### config.mk
export PLATFORM = sky130hd
export DESIGN_NAME = exc_entry_ctrl
export DESIGN_NICKNAME = d
export VERILOG_FILES = /design/src/rtl/exc_pkg.sv /design/src/rtl/exc_prio_arb.sv /design/src/rtl/exc_entry_calc.sv /design/src/rtl/exc_entry_ctrl.sv
export SDC_FILE = /design/constraint.sdc
export NUM_CORES = 1
export LEC_CHECK = 0
export ABC_CLOCK_PERIOD_IN_PS = 2000
export CAP_MARGIN = 10
export CORE_UTILIZATION = 40
export CTS_CLUSTER_DIAMETER = 120
export DETAILED_ROUTE_END_ITERATION = 10
export PLACE_DENSITY = 0.8
export RECOVER_POWER = 50
export SLEW_MARGIN = 10
export SYNTH_ARGS = -nofsm -noshare
export SYNTH_HDL_FRONTEND = slang
export SYNTH_SLANG_ARGS = --single-unit
### constraint.sdc
create_clock -name clk -period 2 [get_ports clk]
set_input_delay 0.4 -clock clk [delete_from_list [all_inputs] [get_ports clk]]
set_output_delay 0.4 -clock clk [all_outputs]
set_load 0.01 [all_outputs]
### src/rtl/exc_pkg.sv
package exc_pkg;

  localparam int NSRC = 7;

  // source index: a higher index carries a higher priority
  localparam int SRC_SWTRAP = 0;
  localparam int SRC_UNDEF  = 1;
  localparam int SRC_PABORT = 2;
  localparam int SRC_IRQ    = 3;
  localparam int SRC_FINT   = 4;
  localparam int SRC_DABORT = 5;
  localparam int SRC_RESET  = 6;

  // code value times four is the handler offset
  typedef enum logic [2:0] {
    EXC_RESET  = 3'd0,
    EXC_UNDEF  = 3'd1,
    EXC_SWTRAP = 3'd2,
    EXC_PABORT = 3'd3,
    EXC_DABORT = 3'd4,
    EXC_NONE   = 3'd5,
    EXC_IRQ    = 3'd6,
    EXC_FINT   = 3'd7
  } exc_code_e;

  localparam logic [4:0] MODE_FINT = 5'h11;
  localparam logic [4:0] MODE_IRQ  = 5'h12;
  localparam logic [4:0] MODE_SVC  = 5'h13;
  localparam logic [4:0] MODE_ABT  = 5'h17;
  localparam logic [4:0] MODE_UND  = 5'h1B;

  localparam int STAT_IRQ_OFF  = 7;
  localparam int STAT_FINT_OFF = 6;
  localparam int STAT_STATE    = 5;
  localparam int MODE_W        = 5;

endpackage

### src/rtl/exc_prio_arb.sv
module exc_prio_arb
  import exc_pkg::*;
(
  input  logic [NSRC-1:0] req,
  input  logic            irq_off,
  input  logic            fint_off,
  output logic            win_valid,
  output exc_code_e       win_code
);

  logic [NSRC-1:0] mask;
  logic [NSRC-1:0] live;

  generate
    for (genvar g = 0; g < NSRC; g++) begin : g_mask
      if (g == SRC_IRQ) begin : g_irq
        assign mask[g] = irq_off;
      end else if (g == SRC_FINT) begin : g_fint
        assign mask[g] = fint_off;
      end else begin : g_open
        assign mask[g] = 1'b0;
      end
    end
  endgenerate

  assign live = req & ~mask;

  function automatic exc_code_e idx_to_code(input int idx);
    case (idx)
      SRC_RESET:  return EXC_RESET;
      SRC_DABORT: return EXC_DABORT;
      SRC_FINT:   return EXC_FINT;
      SRC_IRQ:    return EXC_IRQ;
      SRC_PABORT: return EXC_PABORT;
      SRC_UNDEF:  return EXC_UNDEF;
      SRC_SWTRAP: return EXC_SWTRAP;
      default:    return EXC_NONE;
    endcase
  endfunction

  always_comb begin
    win_code = EXC_NONE;
    for (int i = 0; i < NSRC; i++) begin
      if (live[i]) win_code = idx_to_code(i);
    end
  end

  assign win_valid = |live;

endmodule

### src/rtl/exc_entry_calc.sv
module exc_entry_calc
  import exc_pkg::*;
#(
  parameter int          DW      = 32,
  parameter logic [DW-1:0] HI_BASE = 32'hFFFF_0000
) (
  input  exc_code_e       code,
  input  logic [DW-1:0]   cur_stat,
  input  logic            hivec,
  output logic [MODE_W-1:0] mode,
  output logic [DW-1:0]   stat_next,
  output logic [DW-1:0]   vec_pc
);

  logic [2:0]    code_bits;
  logic [DW-1:0] offset;
  logic          set_fint_off;

  always_comb begin
    case (code)
      EXC_RESET, EXC_SWTRAP:  mode = MODE_SVC;
      EXC_UNDEF:              mode = MODE_UND;
      EXC_PABORT, EXC_DABORT: mode = MODE_ABT;
      EXC_IRQ:                mode = MODE_IRQ;
      EXC_FINT:               mode = MODE_FINT;
      default:                mode = cur_stat[MODE_W-1:0];
    endcase
  end

  assign set_fint_off = (code == EXC_RESET) || (code == EXC_FINT);

  always_comb begin
    stat_next                = cur_stat;
    stat_next[MODE_W-1:0]    = mode;
    stat_next[STAT_STATE]    = 1'b0;
    stat_next[STAT_IRQ_OFF]  = 1'b1;
    if (set_fint_off) stat_next[STAT_FINT_OFF] = 1'b1;
  end

  assign code_bits = code;
  assign offset    = {{(DW-5){1'b0}}, code_bits, 2'b00};
  assign vec_pc    = (hivec ? HI_BASE : '0) | offset;

endmodule

### src/rtl/exc_entry_ctrl.sv
module exc_entry_ctrl
  import exc_pkg::*;
#(
  parameter int            DW      = 32,
  parameter logic [DW-1:0] HI_BASE = 32'hFFFF_0000
) (
  input  logic          clk,
  input  logic          rst,
  input  logic          req_reset,
  input  logic          req_dabort,
  input  logic          req_fint,
  input  logic          req_irq,
  input  logic          req_pabort,
  input  logic          req_undef,
  input  logic          req_swtrap,
  input  logic          ret_req,
  input  logic [DW-1:0] cur_stat,
  input  logic [DW-1:0] ret_addr,
  input  logic [DW-1:0] saved_stat_in,
  input  logic [DW-1:0] link_in,
  input  logic          hivec,
  output logic          entry_valid,
  output logic          ret_valid,
  output logic [4:0]    tgt_mode,
  output logic [DW-1:0] new_stat,
  output logic [DW-1:0] saved_stat_out,
  output logic [DW-1:0] link_out,
  output logic [DW-1:0] pc_out
);

  logic            reset_seen;
  logic            rst_take;
  logic [NSRC-1:0] req_vec;
  logic            win_valid;
  exc_code_e       win_code;
  logic [MODE_W-1:0] calc_mode;
  logic [DW-1:0]   calc_stat;
  logic [DW-1:0]   calc_pc;
  logic            take_ret;

  // a held reset is taken once and silences everything else
  assign rst_take = req_reset & ~reset_seen;

  always_comb begin
    req_vec             = '0;
    req_vec[SRC_RESET]  = rst_take;
    req_vec[SRC_DABORT] = req_dabort & ~req_reset;
    req_vec[SRC_FINT]   = req_fint   & ~req_reset;
    req_vec[SRC_IRQ]    = req_irq    & ~req_reset;
    req_vec[SRC_PABORT] = req_pabort & ~req_reset;
    req_vec[SRC_UNDEF]  = req_undef  & ~req_reset;
    req_vec[SRC_SWTRAP] = req_swtrap & ~req_reset;
  end

  exc_prio_arb u_arb (
    .req       (req_vec),
    .irq_off   (cur_stat[STAT_IRQ_OFF]),
    .fint_off  (cur_stat[STAT_FINT_OFF]),
    .win_valid (win_valid),
    .win_code  (win_code)
  );

  exc_entry_calc #(.DW(DW), .HI_BASE(HI_BASE)) u_calc (
    .code      (win_code),
    .cur_stat  (cur_stat),
    .hivec     (hivec),
    .mode      (calc_mode),
    .stat_next (calc_stat),
    .vec_pc    (calc_pc)
  );

  assign take_ret = ret_req & ~win_valid & ~req_reset;

  always_ff @(posedge clk) begin
    if (rst) begin
      reset_seen <= 1'b0;
    end else begin
      reset_seen <= req_reset;
    end
  end

  always_ff @(posedge clk) begin
    if (rst) begin
      entry_valid    <= 1'b0;
      ret_valid      <= 1'b0;
      tgt_mode       <= '0;
      new_stat       <= '0;
      saved_stat_out <= '0;
      link_out       <= '0;
      pc_out         <= '0;
    end else begin
      entry_valid <= win_valid;
      ret_valid   <= take_ret;
      if (win_valid) begin
        tgt_mode       <= calc_mode;
        new_stat       <= calc_stat;
        saved_stat_out <= cur_stat;
        link_out       <= ret_addr;
        pc_out         <= calc_pc;
      end else if (take_ret) begin
        tgt_mode       <= saved_stat_in[MODE_W-1:0];
        new_stat       <= saved_stat_in;
        pc_out         <= link_in;
      end
    end
  end

endmodule

# [After elaboration in Yosys (flattened, before gate mapping)]
# Cells that the tools add are included.
[classes] div=0 mul=0 n_reduce_logical=7 n_lt_le_gt_ge=0 n_shift=0 n_mux=16 bitwise_logic=15 addsub=0 n_eq_ne=6
[ops] cell="$mux W32" count=5
[ops] cell="$or A32 B5 Y32" count=1
[ops] cell="$pmux W5 S5" count=1
[ops] cell="$mux W3" count=7
[ops] cell="$mux W5" count=2
[ops] cell="$and A1 B1 Y1" count=9
[ops] cell="$eq A3 B3 Y1 const B" count=3
[ops] cell="$reduce_or A8 Y1" count=1
[ops] cell="$and A7 B7 Y7" count=1
[ops] cell="$not A5 Y7" count=1
[ops] cell="$reduce_or A7 Y1" count=1
[ops] cell="$eq A3 B2 Y1 const B" count=2
[ops] cell="$reduce_or A2 Y1" count=2
[ops] cell="$eq A3 B1 Y1 const B" count=1
[ops] cell="$logic_not A3 Y1" count=1
[ops] cell="$not A1 Y1" count=3
[ops] cell="$reduce_bool A2 Y1" count=1
[ops] cell="$logic_or A1 B1 Y1" count=1
[ops] cell="$mux W1" count=1
[word_totals] latchBits=0 memories=0 ram_bits=0 ff_bits=136 mem_bits_ro=0 wordCells=53

# [Longest topological paths before layout]
[depth] word_depth=14 depth_mapped=7 mapped_depth_nobuf=4

# [Hierarchy]
# From an unflattened synthesis, not the netlist that was laid out.
[unflattened] hier_cells=702 area_unflattened_um2=6642.6
[modules_own_cells] module="exc_entry_ctrl" seq_area_each_um2=2722.6 n_inst=1 cells_per_inst=607 area_each_um2=5968.2
[modules_own_cells] module="exc_entry_calc" seq_area_each_um2=0.0 n_inst=1 cells_per_inst=81 area_each_um2=586.8
[modules_own_cells] module="exc_prio_arb" seq_area_each_um2=0.0 n_inst=1 cells_per_inst=14 area_each_um2=87.6

# [Worst setup path before layout]
# OpenSTA, ideal clock, no wires.
[synth_timing] path_kind="in2reg" start="input req_pabort" end="register pc_out[10]" slack_ns=0.277 t_arrival_ns=1.609 required_time_ns=1.886 cell_stages=6 n_path_buf=2 setup_time_ns=0.114 path_cell_list="buf_2 nor4b_4 nand4_2 buf_2 mux2i_1 nor2_1"
[synth_via] elab_chain_cells=7
[synth_rtl] element="start, declared" line_no="exc_entry_ctrl.sv:13" source="input logic req_pabort,"
[synth_rtl] element="$and A1 B1 Y1 (*)" line_no="exc_entry_ctrl.sv:50" source="req_vec[SRC_PABORT] = req_pabort & ~req_reset;"
[synth_rtl] element="$and A7 B7 Y7 (*)" line_no="exc_prio_arb.sv:26" source="assign live = req & ~mask;"
[synth_rtl] element="$reduce_or A7 Y1 (*)" line_no="exc_prio_arb.sv:48" source="assign win_valid = |live;"
[synth_rtl] element="$not A1 Y1" line_no="exc_entry_ctrl.sv:72" source="assign take_ret = ret_req & ~win_valid & ~req_reset;"
[synth_rtl] element="$and A1 B1 Y1 (2 in series)" line_no="exc_entry_ctrl.sv:72"
[synth_rtl] element="$reduce_bool A2 Y1 (no source line)"
[synth_rtl] element="end signal, assigned" line_no="exc_entry_ctrl.sv:99" source="pc_out <= calc_pc;"
[synth_rtl] element="end signal, assigned" line_no="exc_entry_ctrl.sv:103" source="pc_out <= link_in;"
[synth_rtl] element="end, declared" line_no="exc_entry_ctrl.sv:28" source="output logic [DW-1:0] pc_out"
# Every way passes the cells marked *; elsewhere a longest branch is shown, timed or not.
# A chain may end at the register's enable or synchronous reset.

# [Worst setup path after layout]
[layout_timing] start="input req_reset" end="register new_stat[23]"
[layout_via] elab_chain_cells=8
[layout_rtl] element="start, declared" line_no="exc_entry_ctrl.sv:9" source="input logic req_reset,"
[layout_rtl] element="$not A1 Y1"
[layout_rtl] element="$and A1 B1 Y1, or another cell as far along" line_no="exc_entry_ctrl.sv:52" source="req_vec[SRC_SWTRAP] = req_swtrap & ~req_reset;"
[layout_rtl] element="$and A7 B7 Y7" line_no="exc_prio_arb.sv:26"
[layout_rtl] element="$reduce_or A7 Y1" line_no="exc_prio_arb.sv:48"
[layout_rtl] element="$not A1 Y1" line_no="exc_entry_ctrl.sv:72"
[layout_rtl] element="$and A1 B1 Y1 (2 in series)" line_no="exc_entry_ctrl.sv:72"
[layout_rtl] element="$reduce_bool A2 Y1 (no source line)"
[layout_rtl] element="end signal, assigned" line_no="exc_entry_ctrl.sv:96" source="new_stat <= calc_stat;"
[layout_rtl] element="end signal, assigned" line_no="exc_entry_ctrl.sv:102" source="new_stat <= saved_stat_in;"
[layout_rtl] element="end, declared" line_no="exc_entry_ctrl.sv:25" source="output logic [DW-1:0] new_stat,"
# Parallel ways exist; a longest one is shown, timed or not.

==> impl_metrics.json <==
{
  "cp.arrival_ps": 2170,
  "drive_gt1_share_pct": 10.0,
  "hp-class": "in -> reg",
  "ctsHoldBuffers": 0,
  "grt_max_degree": 46,
  "yosysSeqAreaShare_pct": 49.9,
  "clock-skew-final_ps": 5.91,
  "post-cts-setup-buffers": 0,
  "multi_input_area_um2": 2480,
  "dp.cells": 1056,
  "outcome": "completed",
  "crit_slowest_cell": "dlygate4sd3_1",
  "synthArstFlopShare_pct": 0,
  "cts_max_level": 4,
  "tns_ps": 0,
  "yosysMostFrequentCell": "dfxtp_1",
  "cts_made_buffers": 17,
  "powerDensity_nw_per_um2": 824,
  "syn_to_final_growth_pct": 71.1,
  "rsz0062_at_grt": "false",
  "portBuffers": 273,
  "grt_pass1_vias": 5965,
  "synth_fp_nets": 756,
  "nets": 1038,
  "grt_pass1_wl_mm": 29.8,
  "period_needed_ps": 1870,
  "path_class": "in -> reg",
  "synth_area_leaders": "dfxtp_1 (50%), o21ai_0 (6.3%), a21oi_1 (5.7%), nand3_1 (5.2%), mux2i_1 (4.8%)",
  "crit_chain": "dlygate4sd3_1 -> buf_4 -> a21oi_4 -> buf_12 -> nor2_1 -> buf_12 -> a311oi_1",
  "drv_cap": 0,
  "synth_top_area_share_pct": 49.9,
  "relSlewSlack_pct": 71.7,
  "dp_hpwl_mm": 13.5,
  "dr_total_vias": 5878,
  "final_max_slew_viol_count": 0,
  "ios": 274,
  "max_freq_mhz": 536,
  "utilization_pct": 70.4,
  "nFillCells": 1022,
  "synth-edff-count": 0,
  "clock_sinks": 136,
  "cpLargestDelayFamily": "buffers and inverters",
  "clk_latency_ps": 410,
  "final_cells": 1087,
  "cpPeakStageDelay_ps": 640,
  "crit_top_cell": "buf_12",
  "critical_path.max_fanout": 26,
  "start_util_pct": 41.2,
  "wl_per_cell_um": 17.2,
  "overflow": 0,
  "ys_ff_latch": 136,
  "syn_inst": 617,
  "clk_pin_slew_worst_paths_ps": 60,
  "critPathCaptureType": "register",
  "die_w_um": 119,
  "power_mw": 7.68,
  "hold_viol": 0,
  "syn_area_per_cell_um2": 8.84,
  "peakVddDrop_uv": 523,
  "core_um2": 13200,
  "clockRootBuffer": "clkbuf_16",
  "antenna_found_initial": 1,
  "gp_congestion": 0.873,
  "ys.flop_type": "dfxtp_1",
  "setup_ws_ps": 135,
  "firstDrtPassIters": 7,
  "drtIter0Drc": 431,
  "crit_required_ps": 2310,
  "cp_num_buf_inv": 4,
  "drc_errors": 0,
  "synth_warnings": 0,
  "cp-start-kind": "primary input",
  "avgViaCountPerCell": 5.41,
  "cts-resized-gates": 0,
  "ys_top_cells_by_count": "dfxtp_1 (136), o21ai_0 (69), nand2_1 (66)",
  "die_h_um": 119,
  "grt_util_all_layers_pct": 26.7,
  "power.leakage_nw": 3.87,
  "setup_violations": 0,
  "worst_slew_pin_slew_ps": 421,
  "rows": 42,
  "routed_wl_mm": 18.7,
  "dieArea_um2": 14100,
  "preCtsSetupSlack_ps": -202,
  "cts_tree": "built",
  "synth_top_cell_by_area": "dfxtp_1",
  "cts_buffer_depth": 2,
  "fin_crit_sh_pct": 93.3,
  "synth.distinct_cells": 45,
  "drtAntennaViolNets": 0,
  "regArea_um2": 2720,
  "syn-cell-area_um2": 5450
}
worst paths after layout:
kind,from,to,slack (ps),depth (start not counted)
worst min register to register,tgt_mode[0],tgt_mode[0],460,1
worst max register to register,reset_seen,new_stat[23],580,5
worst max-delay path,req_reset,new_stat[23],130,7
worst min-delay path,rst,reset_seen,350,2
metrics by stage:
stage                     area, um2  hold slack (ps)
final                          9330              346
after global routing           9330              350
after CTS                      9330              328
after detailed placement       8700              445
after global placement         8700              443
after floorplan                5450              488
cells by family (layout without fill, tap and decap cells):
logic type | after synthesis | after routing | synth area share (%)
flops | 136 | 136 | 49.9
other cells | 0 | 1 | 0
simple gates | 199 | 199 | 18.7
mux | 26 | 26 | 4.77
compound gates | 195 | 195 | 21.6
buf+inv | 61 | 354 | 5.03
layout by cell type (no fill, tap or decap), types with 6 or more instances in the layout:
cell / count
buf_12: 13
a221o_1: 7
a21o_1: 6
dlygate4sd3_1: 94
dfxtp_1: 136
nand4b_1: 11
o41ai_1: 7
buf_4: 35
nor2b_1: 14
and2_1: 7
clkdlybuf4s50_1: 178
nor2_1: 23
nand2_1: 65
o21ai_0: 69
nand3_1: 57
clkbuf_16: 17
a311oi_1: 8
a21oi_1: 62
mux2i_1: 26
a31oi_1: 19
layer usage:
metal	GRT usage, %	share of wire [%]	wire [um]
met3	6.85	6.1	1140
met4	12.3	3.0	559
met2	46.4	51	9510
met5	0	0	0
met1	30.7	40	7490
power breakdown:
| group | internal (mW) | leakage [nW] | switching [mW] |
|---|---|---|---|
| clock | 2.26 | 0.309 | 1.12 |
| combinational | 0.732 | 2.44 | 0.596 |
| sequential | 2.89 | 1.13 | 0.0916 |
worst reg2reg max path: stages, from the launching register on:
cell	delay, ps
dfxtp_1	350
a21oi_4	250
buf_12	190
nor2_1	80
buf_12	160
a311oi_1	280
state kept, by name (all words and copies together), names as in the netlist:
register and cells:
tgt_mode 5, ret_valid 1, saved_stat_out 32, link_out 32, pc_out 32, reset_seen 1, new_stat 32, entry_valid 1
layout make-up:
cell class | instances | area share (%)
timing repair buffer | 323 | 35.0
clock inverter | 9 | 1.85
clock buffer | 21 | 4.94
tap | 176 | 2.36
antenna | 1 | 0.0268
inverter | 1 | 0.0402
multi-input combinational | 420 | 26.6
sequential | 136 | 29.2
(Power assumes the default switching activity.)
